[src/rtl/dma_miss_pkg.sv]
package dma_miss_pkg;

  // Trigger kinds, in the order their pending flags are stacked
  typedef enum logic [1:0] {
    SRC_HW    = 2'd0,
    SRC_SW    = 2'd1,
    SRC_CHAIN = 2'd2
  } srcKind_e;

  localparam int NUM_SRC = 3;

  // Strobes from control to datapath
  typedef struct packed {
    logic clrWe;    // write hit on the clear register
    logic statSel;  // address selects the status register
  } regStrobe_t;

endpackage

[src/rtl/miss_datapath.sv]
module miss_datapath
  import dma_miss_pkg::*;
#(
  parameter int NUM_CH = 32
) (
  input  logic                             clk,
  input  logic                             rstN,
  input  logic [NUM_SRC-1:0][NUM_CH-1:0]   trigSet,
  input  logic [NUM_SRC-1:0][NUM_CH-1:0]   trigSvc,
  input  logic [NUM_CH-1:0]                nullHit,
  input  regStrobe_t                       strobe,
  input  logic [NUM_CH-1:0]                clrBits,
  output logic [NUM_CH-1:0]                missVec,
  output logic                             missNextAny
);

  logic [NUM_SRC-1:0][NUM_CH-1:0] pendQ;
  logic [NUM_SRC-1:0][NUM_CH-1:0] hitMiss;
  logic [NUM_CH-1:0]              missSrc;
  logic [NUM_CH-1:0]              clrMask;
  logic [NUM_CH-1:0]              missQ;
  logic [NUM_CH-1:0]              missNext;

  // One bank of pending flags per trigger kind
  for (genvar s = 0; s < NUM_SRC; s++) begin : g_src
    // Retrigger on a pending flag that is not being serviced this cycle
    assign hitMiss[s] = trigSet[s] & pendQ[s] & ~trigSvc[s];

    always_ff @(posedge clk or negedge rstN) begin
      if (!rstN) pendQ[s] <= '0;
      else       pendQ[s] <= (pendQ[s] & ~trigSvc[s]) | trigSet[s];
    end
  end

  always_comb begin
    missSrc = nullHit;
    for (int s = 0; s < NUM_SRC; s++) missSrc = missSrc | hitMiss[s];
  end

  assign clrMask  = strobe.clrWe ? clrBits : '0;
  // New misses take priority over a same-cycle clear
  assign missNext = (missQ & ~clrMask) | missSrc;

  always_ff @(posedge clk or negedge rstN) begin
    if (!rstN) missQ <= '0;
    else       missQ <= missNext;
  end

  assign missVec     = missQ;
  assign missNextAny = |missNext;

endmodule

[src/rtl/miss_ctrl.sv]
module miss_ctrl
  import dma_miss_pkg::*;
#(
  parameter int ADDR_W   = 4,
  parameter int STAT_OFS = 0,
  parameter int CLR_OFS  = 4
) (
  input  logic              clk,
  input  logic              rstN,
  input  logic [ADDR_W-1:0] regAddr,
  input  logic              regWe,
  input  logic              missNextAny,
  input  logic              otherErr,
  output regStrobe_t        strobe,
  output logic              errIrq
);

  localparam logic [ADDR_W-1:0] STAT_ADDR = ADDR_W'(STAT_OFS);
  localparam logic [ADDR_W-1:0] CLR_ADDR  = ADDR_W'(CLR_OFS);

  logic errNext;
  logic errQ;
  logic irqQ;

  always_comb begin
    strobe.statSel = (regAddr == STAT_ADDR);
    strobe.clrWe   = regWe && (regAddr == CLR_ADDR);
  end

  assign errNext = missNextAny | otherErr;

  always_ff @(posedge clk or negedge rstN) begin
    if (!rstN) begin
      errQ <= 1'b0;
      irqQ <= 1'b0;
    end else begin
      errQ <= errNext;
      irqQ <= errNext & ~errQ;
    end
  end

  assign errIrq = irqQ;

endmodule

[src/rtl/dma_miss_tracker.sv]
module dma_miss_tracker
  import dma_miss_pkg::*;
#(
  parameter int NUM_CH   = 32,
  parameter int DATA_W   = 32,
  parameter int ADDR_W   = 4,
  parameter int STAT_OFS = 0,
  parameter int CLR_OFS  = 4
) (
  input  logic              clk,
  input  logic              rstN,
  input  logic [NUM_CH-1:0] hwSet,
  input  logic [NUM_CH-1:0] hwSvc,
  input  logic [NUM_CH-1:0] swSet,
  input  logic [NUM_CH-1:0] swSvc,
  input  logic [NUM_CH-1:0] chSet,
  input  logic [NUM_CH-1:0] chSvc,
  input  logic [NUM_CH-1:0] nullHit,
  input  logic              otherErr,
  input  logic [ADDR_W-1:0] regAddr,
  input  logic              regWe,
  input  logic [DATA_W-1:0] regWdata,
  output logic [DATA_W-1:0] regRdata,
  output logic              errIrq
);

  logic [NUM_SRC-1:0][NUM_CH-1:0] trigSet;
  logic [NUM_SRC-1:0][NUM_CH-1:0] trigSvc;
  regStrobe_t                     strobe;
  logic [NUM_CH-1:0]              missVec;
  logic                           missNextAny;

  always_comb begin
    trigSet[SRC_HW]    = hwSet;
    trigSet[SRC_SW]    = swSet;
    trigSet[SRC_CHAIN] = chSet;
    trigSvc[SRC_HW]    = hwSvc;
    trigSvc[SRC_SW]    = swSvc;
    trigSvc[SRC_CHAIN] = chSvc;
  end

  miss_ctrl #(
    .ADDR_W  (ADDR_W),
    .STAT_OFS(STAT_OFS),
    .CLR_OFS (CLR_OFS)
  ) ctrl_i (
    .clk        (clk),
    .rstN       (rstN),
    .regAddr    (regAddr),
    .regWe      (regWe),
    .missNextAny(missNextAny),
    .otherErr   (otherErr),
    .strobe     (strobe),
    .errIrq     (errIrq)
  );

  miss_datapath #(
    .NUM_CH(NUM_CH)
  ) dp_i (
    .clk        (clk),
    .rstN       (rstN),
    .trigSet    (trigSet),
    .trigSvc    (trigSvc),
    .nullHit    (nullHit),
    .strobe     (strobe),
    .clrBits    (regWdata[NUM_CH-1:0]),
    .missVec    (missVec),
    .missNextAny(missNextAny)
  );

  // Clear register and unmapped offsets read as zero
  assign regRdata = strobe.statSel ? DATA_W'(missVec) : '0;

endmodule

[config.mk]
export PLATFORM = sky130hd
export DESIGN_NAME = dma_miss_tracker
export DESIGN_NICKNAME = d
export VERILOG_FILES = /design/src/rtl/dma_miss_pkg.sv /design/src/rtl/miss_datapath.sv /design/src/rtl/miss_ctrl.sv /design/src/rtl/dma_miss_tracker.sv
export SDC_FILE = /design/constraint.sdc
export NUM_CORES = 1
export LEC_CHECK = 0
export ABC_CLOCK_PERIOD_IN_PS = 5600
export BUFFER_PORTS_ARGS = -buffer_cell sky130_fd_sc_hd__buf_2
export CAP_MARGIN = 5
export CORE_MARGIN = 3
export CORE_UTILIZATION = 45
export DETAILED_ROUTE_END_ITERATION = 12
export PLACE_DENSITY = 0.89
export SYNTH_ARGS = -nofsm -noshare
export SYNTH_HDL_FRONTEND = slang
export SYNTH_HIERARCHICAL = 1
export SYNTH_SLANG_ARGS = --single-unit
[constraint.sdc]
create_clock -name clk -period 5.6 [get_ports clk]
set_input_delay 0.28 -clock clk [delete_from_list [all_inputs] [get_ports clk]]
set_output_delay 0.28 -clock clk [all_outputs]
set_load 0.02 [all_outputs]
Word level (Yosys, flattened, before mapping) --
Index checks and enable logic that the tools add are counted.
Cells by class: eq/ne operators 1, multiplexer cells 2, bitwise operators 24, reductions and logical operators 3
Operators by type and width (number):
- AND 32 bit | 10
- OR 32 bit | 7
- NOT 32 bit | 4
- two-way mux 32 bit | 2
- OR reduction 32 bit | 1
- == test 4 x 3 -> 1 bit (second input constant) | 1
- zero test 4 bit | 1
- AND 1 bit | 1
- logical AND 1 bit | 1
- NOT 1 bit | 1
- OR 1 bit | 1
Storage, ports and cells: flip-flop bits (word level) 130, input bits 264, output and inout bits 33, word-level logic and storage cells 36

Logic depth before layout (Yosys ltp) --
word-level depth 9, gate-level depth with buffers 12, mapped depth without buffers 10

By module --
The synthesis kept the hierarchy.
By module, submodules not included:
- miss_datapath | times used 1, cells an instance 493, area each 5388.9 sq um, seq. area each 3203.1 sq um
- dma_miss_tracker | times used 1, cells an instance 35, area each 255.2 sq um, seq. area each 0.0 sq um
- miss_ctrl | times used 1, cells an instance 7, area each 88.8 sq um, seq. area each 50.0 sq um

Least setup slack after synthesis --
OpenSTA, ideal clock, no wires.
path kind input port to flip-flop, from in regAddr[3], to reg ctrl_i.irqQ (netlist: ctrl_i/errIrq), setup time 0.117 ns, arrival time 2.752 ns, required time 5.483 ns, slack 2.731 ns, stages on the path 10, buffers on the path 1, cell sequence nor4_1 buf_6 nand2_1 a32o_1 or3_4 nor4_2 nand2_1 or4_1 or2_4 nor2b_4
Between the ends: longest elaborated chain between the ends 9
Ends and longest elaborated chain:
- start, declared | RTL line dma_miss_tracker.sv:20 | input logic [ADDR_W-1:0] regAddr,
- == test 4 x 3 -> 1 bit | RTL line miss_ctrl.sv:27 | strobe.clrWe = regWe && (regAddr == CLR_ADDR);
- logical AND 1 bit | RTL line miss_ctrl.sv:27
- two-way mux 32 bit | RTL line miss_datapath.sv:40 | assign clrMask = strobe.clrWe ? clrBits : '0;
- NOT 32 bit | RTL line miss_datapath.sv:42 | assign missNext = (missQ & ~clrMask) | missSrc;
- AND 32 bit | RTL line miss_datapath.sv:42
- OR 32 bit | RTL line miss_datapath.sv:42
- named net dp_i.missNext[27] | RTL line miss_datapath.sv:22 | logic [NUM_CH-1:0] missNext;
- OR reduction 32 bit | RTL line miss_datapath.sv:50 | assign missNextAny = |missNext;
- named net missNextAny | RTL line dma_miss_tracker.sv:31 | logic missNextAny;
- OR 1 bit | RTL line miss_ctrl.sv:30 | assign errNext = missNextAny | otherErr;
- named net ctrl_i.errNext | RTL line miss_ctrl.sv:21 | logic errNext;
- AND 1 bit | RTL line miss_ctrl.sv:38 | irqQ <= errNext & ~errQ;
- end signal, assigned | RTL line miss_ctrl.sv:38
- end, declared | RTL line miss_ctrl.sv:23 | logic irqQ;
The timed path passes the listed nets, and every way through them passes these cells.

==> results.yml <==
sta:
  max_clock_freq_mhz: 353.1
  finClkSkew_ns: 0.004940
  worst_pin_slew_ns: 0.9240
  tns_ns: 0
  maxSlewHeadroom_pct: 38.40
  setup_viol: 0
  slew_violations: 0
  min_period_ns: 2.832
  fin_crit_sh_pct: 50.57
  hold_viol: 0
  rsz0062_at_grt: "false"
min_path:
  hold_path.class: "in2async"
clocking:
  ctsResizeCount: 0
  cts_root_buf: "clkbuf_16"
  cts_htree_levels: 4
  worstSkewPairLatency_ns: 0.40
  clk_pin_slew_ns: 0.06
  cts_tree: "done"
  ctsHoldBuffers: 0
  cts_buffers: 17
  clk_path_buf_depth: 2
  postCtsSetupRepairBufs: 0
  cts_sinks: 130
worst_setup_path:
  critPathKind: "in2reg"
  critPathMaxFanout: 32
  cp_common_cell: "nand2_1"
  startpoint_type: "primary input"
  arrival_ns: 3.13
  path_delay_family: "simple AND/OR/NAND/NOR gates"
  cpMaxStageDelayCell: "or4_1"
  worstPathCellList: "buf_2 > nor4_2 > buf_4 > nand2_1 > a32o_1 > or3_1 > nor4_1 > nand2_1 > or4_1 > or2_4 > nor2b_4"
  required_ns: 5.90
  max_stage_delay_ns: 0.52
  end_kind: "register"
  crit_buf_inv: 2
placement:
  dp.cells: 996
  portBuffers: 296
  post-dp-hpwl_mm: 12.62
  gp_congestion: 0.8413
  place_area_sq_um: 7426
logic_synthesis:
  ys_seq_area_share_pct: 56.74
  synth_warnings: 6
  postSynth.asyncResetShare_pct: 100.0
  netlist_area_sq_um: 5733
  syn_area_per_cell_sq_um: 10.72
  yosys.cell_types.count: 26
  syn_nets: 799
  synth_edf_count: 0
  synthFlopType: "dfrtp_1"
  synthesis.instances: 535
  yosys_register_bits: 130
finish:
  diodes: 0
  drive_above_1_share_pct: 43.95
  syn2layout_area_growth_pct: 40.24
  design_area_sq_um: 8040
  nets: 1111
  layoutNonFillerInstCount: 1028
floorplanning:
  rows: 40
  fp.dieW_microns: 118.9
  dieArea_sq_um: 14130
  design.core.area_sq_um: 12210
  start_util_pct: 46.95
  die_h_microns: 118.9
  ios: 297
global_routing:
  grt_start_max_net_pins: 75
  grt_antenna_before_repair: 0
  overflow: 0
  grt_pass1_vias: 5514
  grt_pass1_wl_mm: 25.97
  grt_usage_pct: 23.39
run_status:
  outcome: "finished clean"
power:
  p_leak_nw: 4.230
  irDropWorstVdd_mv: 0.1785
  powerDensity_nw_per_um2: 296.0
run:
  drv_cap: 0
drt:
  drtPass1Iterations: 4
  drt-total-wl_mm: 16.19
  ant_nets: 0
  vias_per_cell: 5.084
  drtIter0Drc: 291
  detail_route.wl_per_cell_microns: 15.75
  route.detailed.drc: 0
  vias: 5226
==> layout by cell type, fill, tap and decap left out, types with 2 or more instances in the layout <==
| cell type | Yosys | layout |
|---|---|---|
| a21o_1 | 86 | 86 |
| nand4_1 | 5 | 5 |
| a32o_1 | 20 | 20 |
| a311oi_1 | 6 | 6 |
| nor4_2 | 1 | 3 |
| buf_2 | 2 | 295 |
| clkbuf_8 | 0 | 4 |
| clkinv_2 | 0 | 5 |
| and3b_1 | 8 | 8 |
| clkbuf_16 | 0 | 17 |
| bufinv_16 | 0 | 3 |
| or2_2 | 10 | 10 |
| a31oi_1 | 9 | 9 |
| nand4b_1 | 3 | 3 |
| nor2b_1 | 10 | 10 |
| or3_1 | 9 | 9 |
| nand3_1 | 36 | 36 |
| dfrtp_1 | 130 | 130 |
| a21oi_1 | 6 | 6 |
| nor4_1 | 9 | 7 |
| a32oi_1 | 15 | 15 |
| inv_1 | 86 | 86 |
| and2_2 | 32 | 32 |
| nand2_1 | 44 | 44 |
| buf_4 | 0 | 4 |
| clkinvlp_4 | 0 | 2 |
==> final timing paths <==
kind	start	to	slack [ns]	depth (start not counted)
worst max-delay path	regAddr[3]	ctrl_i/errIrq	2.77	11
worst min-delay path	rstN	dp_i/missVec[13]	0.009	1
worst max register to register	dp_i/pendQ[12]	ctrl_i/errIrq	3.09	8
worst min register to register	ctrl_i/errQ	ctrl_i/errIrq	0.46	1
max in group asynchronous	rstN	dp_i/pendQ[23]	4.30	2
min in group clk	swSet[20]	dp_i/pendQ[52]	0.06	2
==> cells by family after synthesis <==
family	after synthesis	share of synthesized area [%]
compound gates	142	19.47
buf+inv	92	6.264
flops	130	56.74
simple gates	171	17.53
==> Yosys cell counts, drive strengths merged, types with 10 or more instances <==
cell type	number	area [sq um]
dfrtp	130	3253
a21o	86	645.6
inv	86	322.8
nand2	44	165.2
nand3	36	180.2
and2	32	240.2
a32o	20	200.2
a32oi	15	131.4
nor2b	11	76.32
or2	11	71.32
nor4	10	68.81
or3	10	67.56
==> state kept, by name, indices dropped and copies added, names as in the netlist <==
signal         flops
dp_i/missVec      32
ctrl_i/errIrq      1
ctrl_i/errQ        1
dp_i/pendQ        96
==> per-layer routing <==
layer / track usage (%) / part of all wire, %
met5: 0 / 0
met4: 10.14 / 3.1
met3: 7.692 / 8.5
met2: 40.57 / 51
met1: 26.31 / 38
==> per-stage QoR <==
step / hold slack [ns] / power (mW) / worst slack, ns / util, %
3_3_place_gp: 0.4426 / 1.260 / 2.382 / 60.81
3_5_place_dp: 0.4412 / 1.269 / 2.348 / 60.81
6_report: 0.009367 / 2.380 / 2.768 / 65.84
5_1_grt: 0.04349 / 2.487 / 2.561 / 65.84
2_1_floorplan: -0.01559 / 1.119 / 2.731 / -
4_1_cts: 0.03769 / 2.405 / 2.763 / 65.84
==> worst register-to-register path: stages, from the launching register on <==
cell	delay [ns]
dfrtp_1	0.35
nor2b_1	0.14
a32o_1	0.22
or3_1	0.35
nor4_1	0.35
nand2_1	0.12
or4_1	0.52
or2_4	0.24
nor2b_4	0.12
==> layout make-up <==
class,instances,area [sq um]
repair buffers,299,1506
clock inverters,10,130.1
inverters,86,322.8
clock buffers,22,484.2
flip-flops and latches,130,3253
multi-input cells,313,2133
fillers,1000,4172
well taps,168,210.2
==> where the power goes <==
part           internal, mW  switching (mW)
registers             0.989          0.0244
clock network         0.743           0.383
logic                 0.126           0.114
total                  1.86           0.522
(Power assumes the default switching activity.)
